`src/rtl/dgcd_pkg.sv`:
```
package dgcd_pkg;
  localparam int RW    = 7;   // enough for the largest factor
  localparam int PH_W  = 8;
  localparam int NCODE = 11;

  typedef logic [RW-1:0]   ratio_t;
  typedef logic [PH_W-1:0] ph_t;

  function automatic ratio_t ratio_of(input logic [3:0] idx);
    case (idx)
      4'd0:    return 7'd1;
      4'd1:    return 7'd2;
      4'd2:    return 7'd4;
      4'd3:    return 7'd5;
      4'd4:    return 7'd8;
      4'd5:    return 7'd10;
      4'd6:    return 7'd16;
      4'd7:    return 7'd20;
      4'd8:    return 7'd32;
      4'd9:    return 7'd40;
      4'd10:   return 7'd80;
      default: return 7'd1;
    endcase
  endfunction

  function automatic logic code_ok(input logic [3:0] c);
    return c < 4'(NCODE);
  endfunction

  // input cycles per phase step
  function automatic ratio_t step_len(input ratio_t p);
    return (p % 7'd5 == 7'd0) ? 7'd5 : 7'd1;
  endfunction

  function automatic ratio_t step_cnt(input ratio_t p);
    return p / step_len(p);
  endfunction

  function automatic ratio_t hi_len(input ratio_t p);
    return p >> 1;
  endfunction

  // start lag of group 1 in input cycles; always below p
  function automatic ratio_t lag_of(input ratio_t p, input ph_t ph);
    ph_t m;
    m = ph % ph_t'(step_cnt(p));
    return ratio_t'(m) * step_len(p);
  endfunction
endpackage

```
`src/rtl/dgcd_cfg.sv`:
```
module dgcd_cfg
  import dgcd_pkg::*;
(
  input  logic       clk,
  input  logic       rst_n,
  input  logic [3:0] code0_i,
  input  logic [3:0] code1_i,
  input  ph_t        phase_i,
  output ratio_t     ratio0_q,
  output ratio_t     ratio1_q,
  output ratio_t     ratio0_nxt,
  output ratio_t     ratio1_nxt,
  output logic       sync_o,
  output logic       run1_nxt_o,
  output ratio_t     lag_q
);
  logic [3:0] idx0_q, idx1_q, idx0_n, idx1_n;
  ph_t        ph_q;
  ratio_t     lag_n;

  always_comb begin
    idx0_n     = code_ok(code0_i) ? code0_i : idx0_q;
    idx1_n     = code_ok(code1_i) ? code1_i : idx1_q;
    ratio0_nxt = ratio_of(idx0_n);
    ratio1_nxt = ratio_of(idx1_n);
    ratio0_q   = ratio_of(idx0_q);
    ratio1_q   = ratio_of(idx1_q);
    sync_o     = (idx0_n != idx0_q) || (idx1_n != idx1_q) || (phase_i != ph_q);
    if (sync_o)             lag_n = lag_of(ratio1_nxt, phase_i);
    else if (lag_q != '0)   lag_n = lag_q - 7'd1;
    else                    lag_n = '0;
    run1_nxt_o = (lag_n == '0);
  end

  always_ff @(posedge clk or negedge rst_n) begin
    if (!rst_n) begin
      idx0_q <= '0;
      idx1_q <= '0;
      ph_q   <= '0;
      lag_q  <= '0;
    end else begin
      idx0_q <= idx0_n;
      idx1_q <= idx1_n;
      ph_q   <= phase_i;
      lag_q  <= lag_n;
    end
  end

  a_r4_bad_code0_kept: assert property (@(posedge clk) disable iff (!rst_n)
    !code_ok(code0_i) |=> idx0_q == $past(idx0_q));
  a_r4_bad_code1_kept: assert property (@(posedge clk) disable iff (!rst_n)
    !code_ok(code1_i) |=> idx1_q == $past(idx1_q));
endmodule

```
`src/rtl/dgcd_grp.sv`:
```
module dgcd_grp
  import dgcd_pkg::*;
(
  input  logic   clk,
  input  logic   rst_n,
  input  ratio_t ratio_i,
  input  logic   restart_i,
  input  logic   run_i,
  output logic   act_q,
  output logic   div_q,
  output logic   div_nxt
);
  ratio_t cnt_q, cnt_n;

  always_comb begin
    if (restart_i || !act_q || cnt_q == ratio_i - 7'd1) cnt_n = '0;
    else                                                 cnt_n = cnt_q + 7'd1;
    div_nxt = run_i && (cnt_n < hi_len(ratio_i));
  end

  always_ff @(posedge clk or negedge rst_n) begin
    if (!rst_n) begin
      cnt_q <= '0;
      act_q <= 1'b0;
      div_q <= 1'b0;
    end else begin
      cnt_q <= cnt_n;
      act_q <= run_i;
      div_q <= div_nxt;
    end
  end

  a_r5_restart_zero: assert property (@(posedge clk) disable iff (!rst_n)
    restart_i |=> cnt_q == '0);
  a_r2_cnt_range: assert property (@(posedge clk) disable iff (!rst_n)
    act_q |-> cnt_q < $past(ratio_i));
endmodule

```
`src/rtl/dgcd_gate.sv`:
```
module dgcd_gate #(
  parameter int N = 5
) (
  input  logic         clk,
  input  logic         rst_n,
  input  logic         bypass_i,
  input  logic         act_i,
  input  logic         div_q_i,
  input  logic         div_nxt_i,
  input  logic [N-1:0] en_i,
  output logic [N-1:0] out_o
);
  logic [N-1:0] en_q, en_lo;

  for (genvar g = 0; g < N; g++) begin : g_out
    // divided path: enable moves only when the clock stays low after the edge
    always_ff @(posedge clk or negedge rst_n) begin
      if (!rst_n)          en_q[g] <= 1'b0;
      else if (!div_nxt_i) en_q[g] <= en_i[g];
    end
    // factor-1 path: enable moves only while the input clock is low
    always_ff @(negedge clk or negedge rst_n) begin
      if (!rst_n) en_lo[g] <= 1'b0;
      else        en_lo[g] <= en_i[g] & act_i;
    end
    assign out_o[g] = bypass_i ? (clk & en_lo[g]) : (div_q_i & en_q[g]);

    a_r8_en_in_low: assert property (@(posedge clk) disable iff (!rst_n)
      !$stable(en_q[g]) |-> !div_q_i);
  end
endmodule

```
`src/rtl/dual_group_clkdiv.sv`:
```
module dual_group_clkdiv
  import dgcd_pkg::*;
#(
  parameter int PER_GRP = 5
) (
  input  logic                 clk_in,
  input  logic                 rst_n,
  input  logic [3:0]           ratio0_code,
  input  logic [3:0]           ratio1_code,
  input  logic [PH_W-1:0]      phase_step,
  input  logic [2*PER_GRP-1:0] out_en,
  output logic [2*PER_GRP-1:0] clk_out
);
  localparam int NOUT = 2 * PER_GRP;

  ratio_t r0_q, r1_q, r0_n, r1_n, lag_q;
  logic   sync, run1_n;
  logic   act0, act1, div0_q, div1_q, div0_n, div1_n;

  dgcd_cfg u_cfg (
    .clk(clk_in), .rst_n(rst_n), .code0_i(ratio0_code), .code1_i(ratio1_code),
    .phase_i(phase_step), .ratio0_q(r0_q), .ratio1_q(r1_q),
    .ratio0_nxt(r0_n), .ratio1_nxt(r1_n), .sync_o(sync),
    .run1_nxt_o(run1_n), .lag_q(lag_q)
  );

  dgcd_grp u_grp0 (
    .clk(clk_in), .rst_n(rst_n), .ratio_i(r0_n), .restart_i(sync),
    .run_i(1'b1), .act_q(act0), .div_q(div0_q), .div_nxt(div0_n)
  );

  dgcd_grp u_grp1 (
    .clk(clk_in), .rst_n(rst_n), .ratio_i(r1_n), .restart_i(sync),
    .run_i(run1_n), .act_q(act1), .div_q(div1_q), .div_nxt(div1_n)
  );

  dgcd_gate #(.N(PER_GRP)) u_gate0 (
    .clk(clk_in), .rst_n(rst_n), .bypass_i(r0_q == 7'd1), .act_i(act0),
    .div_q_i(div0_q), .div_nxt_i(div0_n), .en_i(out_en[PER_GRP-1:0]),
    .out_o(clk_out[PER_GRP-1:0])
  );

  dgcd_gate #(.N(PER_GRP)) u_gate1 (
    .clk(clk_in), .rst_n(rst_n), .bypass_i(r1_q == 7'd1), .act_i(act1),
    .div_q_i(div1_q), .div_nxt_i(div1_n), .en_i(out_en[NOUT-1:PER_GRP]),
    .out_o(clk_out[NOUT-1:PER_GRP])
  );

  a_r6_lag_holds_g1: assert property (@(posedge clk_in) disable iff (!rst_n)
    (lag_q != '0) |-> !act1);
  a_r5_sync_starts_g0: assert property (@(posedge clk_in) disable iff (!rst_n)
    sync && (r0_n != 7'd1) |=> act0 && div0_q);
endmodule

```
`config.mk`:
```
export PLATFORM = sky130hd
export DESIGN_NAME = dual_group_clkdiv
export DESIGN_NICKNAME = d
export VERILOG_FILES = /design/src/rtl/dgcd_pkg.sv /design/src/rtl/dgcd_cfg.sv /design/src/rtl/dgcd_grp.sv /design/src/rtl/dgcd_gate.sv /design/src/rtl/dual_group_clkdiv.sv
export SDC_FILE = /design/constraint.sdc
export NUM_CORES = 1
export LEC_CHECK = 0
export ABC_AREA = 1
export BUFFER_PORTS_ARGS = -buffer_cell sky130_fd_sc_hd__buf_4
export CAP_MARGIN = 20
export CORE_MARGIN = 2
export CORE_UTILIZATION = 63
export CTS_CLUSTER_SIZE = 16
export DETAILED_ROUTE_END_ITERATION = 10
export PLACE_DENSITY = 0.88
export SLEW_MARGIN = 15
export SYNTH_ARGS = -nofsm -noshare
export SYNTH_HDL_FRONTEND = slang
export SYNTH_HIERARCHICAL = 1
export SYNTH_SLANG_ARGS = --single-unit
```
`constraint.sdc`:
```
create_clock -name clk_in -period 21.9 [get_ports clk_in]
set_input_delay 1.095 -clock clk_in [delete_from_list [all_inputs] [get_ports clk_in]]
set_output_delay 1.095 -clock clk_in [all_outputs]
set_load 0.03 [all_outputs]
```
After elaboration in Yosys (flattened, before gate mapping)
Memories as Yosys holds them, arrays and structs flattened.
Cells that the tools add are included.

word-level totals
  register bits after elaboration = 61
  bits in read-only memories = 448
  bits of input ports = 28
  output and inout port bits = 10
  logic and storage cells = 113
  memories kept = 4

memory list
  name              words  bits a word  rd ports  clocked after memory_dff  wr ports  RTL line        source
  (name not given)  16     7            1         0                         0         dgcd_pkg.sv:10  case (idx)
  (name not given)  16     7            1         0                         0         dgcd_pkg.sv:10
  (name not given)  16     7            1         0                         0         dgcd_pkg.sv:10
  (name not given)  16     7            1         0                         0         dgcd_pkg.sv:10

cells by class
  add/sub/neg operators = 5
  multipliers = 1
  divide/modulo/power cells = 3
  magnitude comparators = 4
  equality and inequality tests = 7
  mux-type cells = 17
  bitwise gates (word level) = 30
  reductions and logical operators = 12

operator list
  kind                   number
  $and A1 B1 Y1          30
  $mux W7                4
  $sub A7 B1 Y7 const B  3
  $add A7 B1 Y7 const B  2
  $eq A7 B1 Y1 const B   2
  $eq A7 B7 Y1           2
  $logic_not A7 Y1       2
  $lt A7 B6 Y1           2
  $mux W1                10
  $lt A4 B4 Y1 const B   2
  $mod A8 B7 Y8          1
  $mux W4                2
  $ne A4 B4 Y1           2
  $ne A8 B8 Y1           1
  $div A7 B7 Y7          1
  $mod A7 B3 Y7 const B  1
  $mul A7 B7 Y7          1
  $reduce_bool A7 Y1     1
  $logic_or A1 B1 Y1     6
  $mux W3                1
  $logic_not A1 Y1       2
  $logic_and A1 B1 Y1    1

Longest topological paths before layout
An unclocked memory read counts as a cell.

  depth after elaboration = 12
  gate-level depth with buffers = 151
  depth with buffers taken out = 149

Cells and area by module
Netlist, hierarchy kept.

modules (own cells, without submodules)
  module             instances  cells an instance  area each (sq um)  sequential area each (sq um)
  dgcd_cfg           1          654                4260.3             575.6
  dgcd_grp           2          116                770.7              225.2
  dgcd_gate          2          52                 430.4              250.2
  dual_group_clkdiv  1          17                 68.8               0.0

==> metrics.cfg <==
[worst_setup_path]
rrSetupSlack_ps = 2090
cpMostUsedCell = nand2_1
worstPathRequired_ps = 22240
arrival_ps = 20540
worstPathMaxFanout = 11
crit_slowest_cell = or4_1
path_class = in -> reg
endpoint_kind = flip-flop
cp-start-kind = input port
slowest_delay_ps = 550

[outcome]
outcome = finished, final reports clean

[yosys]
synth_edf_count = 0
synthesis.area_um2 = 6730
yosys.area.top_type = dfrtp_1
yosysWarningCount = 6
syn_avg_cell_area_um2 = 6.68
syn_inst = 1007
ys_top_cells_by_area = dfrtp_1 19%, ha_1 14%, nand2_1 13%, inv_1 9.6%, nand3_1 6.1%
synth.ff_latch_count = 61
async_flop_share = 1.00
synth_ff_type = dfrtp_1
yosys.area.top_type_share = 0.190
ys_seq_area_frac = 0.227
ys_types = 52

[floorplan]
num_rows = 37
die_y_um = 107
top_level_ports = 38
fp.dieW_um = 107
core_um2 = 10400
die-area_um2 = 11500
initial_core_util = 0.649

[sta]
max_freq_mhz = 49.5
tightest_slew_ps = 781
fin_crit_ps = 20200
setup_violations = 0
finalCritPeriodShare = 0.922
setup_tns_ps = 0
drv_slew = 0
rsz0062_at_grt = false
finalHoldViolCount = 0
clock_skew_ps = 12.7
max_slew_margin = 0.479

[clocking]
tritoncts = done
postCtsHoldBufs = 0
clock_latency_ps = 460
clk_pin_slew_worst_paths_ps = 80

[place]
dp_hpwl_mm = 11.9
gp_congestion = 0.903
port-buffer-count = 37

[cells_and_area]
drive_gt1_frac = 0.170
final_nets = 1170
n_antenna_cell = 0
n_fill_cell = 802
area_growth_pct = 13.2

[min_path]
hold_class = reg -> reg

[global_routing]
grt_max_degree = 62
antenna_found_initial = 0
grt_overflow = 0
track_usage = 0.278
grt_first_pass_wirelength_mm = 26.3
first_global_vias = 6260

[routing]
viasPerCell = 5.41
routed_wl_mm = 15.8
drt_iter0_drc = 460
wl_per_cell_um = 13.1
num_vias = 6535
dr.pass1.iters = 5
drc_errors = 0
antenna_left = 0

[job]
drv_cap = 0

-- area by class of cell --
cell class | count | area [µm²] | area share
multi-input cells | 747 | 4530 | 0.595
flip-flops and latches | 61 | 1530 | 0.200
inverters | 192 | 731 | 0.0959
repair buffers | 41 | 312 | 0.0409
clock buffers | 24 | 258 | 0.0338
well taps | 136 | 170 | 0.0223
clock inverters | 6 | 87.6 | 0.0115
-- cell usage after synthesis (5+ instances only) --
cell      instances
a21o_1            8
a21oi_1          34
dfrtn_1          10
dfrtp_1          51
ha_1             74
inv_1           173
inv_2            16
nand2_1         228
nand2_2          30
nand3_1          82
nand3_2          12
nand4_1           7
nor2_1           86
nor2_2           15
nor3_1            6
o21ai_0          28
o21ai_1          26
o21bai_1          5
o22ai_1           8
or2_2             7
xnor2_1          18
xor2_1           27
-- stage by stage --
stage	instance area [µm²]	std cells	util	setup slack [ps]	hold WS, ps
2_1_floorplan	6740	1008	-	2690	456
3_5_place_dp	7170	1178	0.692	448	476
4_1_cts	7440	1198	0.718	826	493
3_3_place_gp	7170	1178	0.692	1060	468
5_1_grt	7620	1207	0.735	3.74	516
6_report	7620	1207	0.735	1700	491
-- per-layer routing --
layer	vias up	wire length (µm)	GRT usage
li1	3341	-	-
met1	2995	6900	0.352
met2	161	7780	0.473
met3	38	754	0.0406
met4	0	346	0.116
met5	-	0	0
-- cell usage in the layout (no fill, tap or decap), types with 26 or more instances in the layout --
master / netlist / routed
nand2_1: 228 / 226
nor2_1: 86 / 86
o21ai_1: 26 / 28
buf_4: 2 / 50
dfrtp_1: 51 / 51
ha_1: 74 / 73
nand3_1: 82 / 81
nand2_2: 30 / 28
a21oi_1: 34 / 30
xor2_1: 27 / 26
inv_1: 173 / 171
-- what timing repair did --
| action | CTS | global route |
|---|---|---|
| resized for setup | 0 | 28 |
| setup endpoints to repair | 0 | 8 |
| buffers inserted | 0 | 8 |
-- flip-flops by register name, indices dropped and copies added, names as in the netlist, 4 cells and up --
register and flops:
u_cfg/idx0_q 4, u_cfg/idx1_q 4, u_cfg/lag_q 7, u_cfg/ph_q 8
u_gate0/en_lo 5, u_gate0/en_q 5, u_gate1/en_lo 5, u_gate1/en_q 5
u_grp0/cnt_q 7, u_grp1/cnt_q 7
-- path summary, 6_finish.rpt --
| kind | from | to | cells past startpoint |
|---|---|---|---|
| setup / recovery | ratio1_code[2] | u_gate1/en_q[2]$_DFFE_PN0N_ | 143 |
| hold / removal | u_gate0/en_q[2]$_DFFE_PN0N_ | u_gate0/en_q[2]$_DFFE_PN0N_ | 2 |
| setup reg to reg | u_cfg/idx1_q[0]$_DFF_PN0_ | u_gate1/en_q[2]$_DFFE_PN0N_ | 140 |
| hold reg to reg | u_gate0/en_q[2]$_DFFE_PN0N_ | u_gate0/en_q[2]$_DFFE_PN0N_ | 2 |
| max in group asynchronous | rst_n | u_gate1/en_lo[0]$_DFF_NN0_ | 1 |
| min in group asynchronous | rst_n | u_gate1/en_q[2]$_DFFE_PN0N_ | 1 |
-- logic make-up (layout without fill, tap and decap cells) --
logic type,after synthesis,count (layout),share of synthesized area
AOI/OAI and AO/OA,128,128,0.110
adders and majority gates,76,76,0.143
xor gates and xnor gates,45,45,0.0586
and+or+nand+nor,496,496,0.346
DFF,61,61,0.227
buffers and inverters,200,263,0.114
other,1,2,0.000557
-- critical path: cells and delay by family --
kind | cells | cell delay (ps)
XOR/XNOR | 4 | 600
AO/OA/AOI/OAI | 32 | 5050
adder cells (fa/ha/maj) | 18 | 5080
buffers and inverters | 26 | 2260
AND/OR/NAND/NOR | 63 | 6410
Power is left out: the tool's default activity adds up to more than one toggle a clock period on the data nets, which glitch-free logic cannot reach.
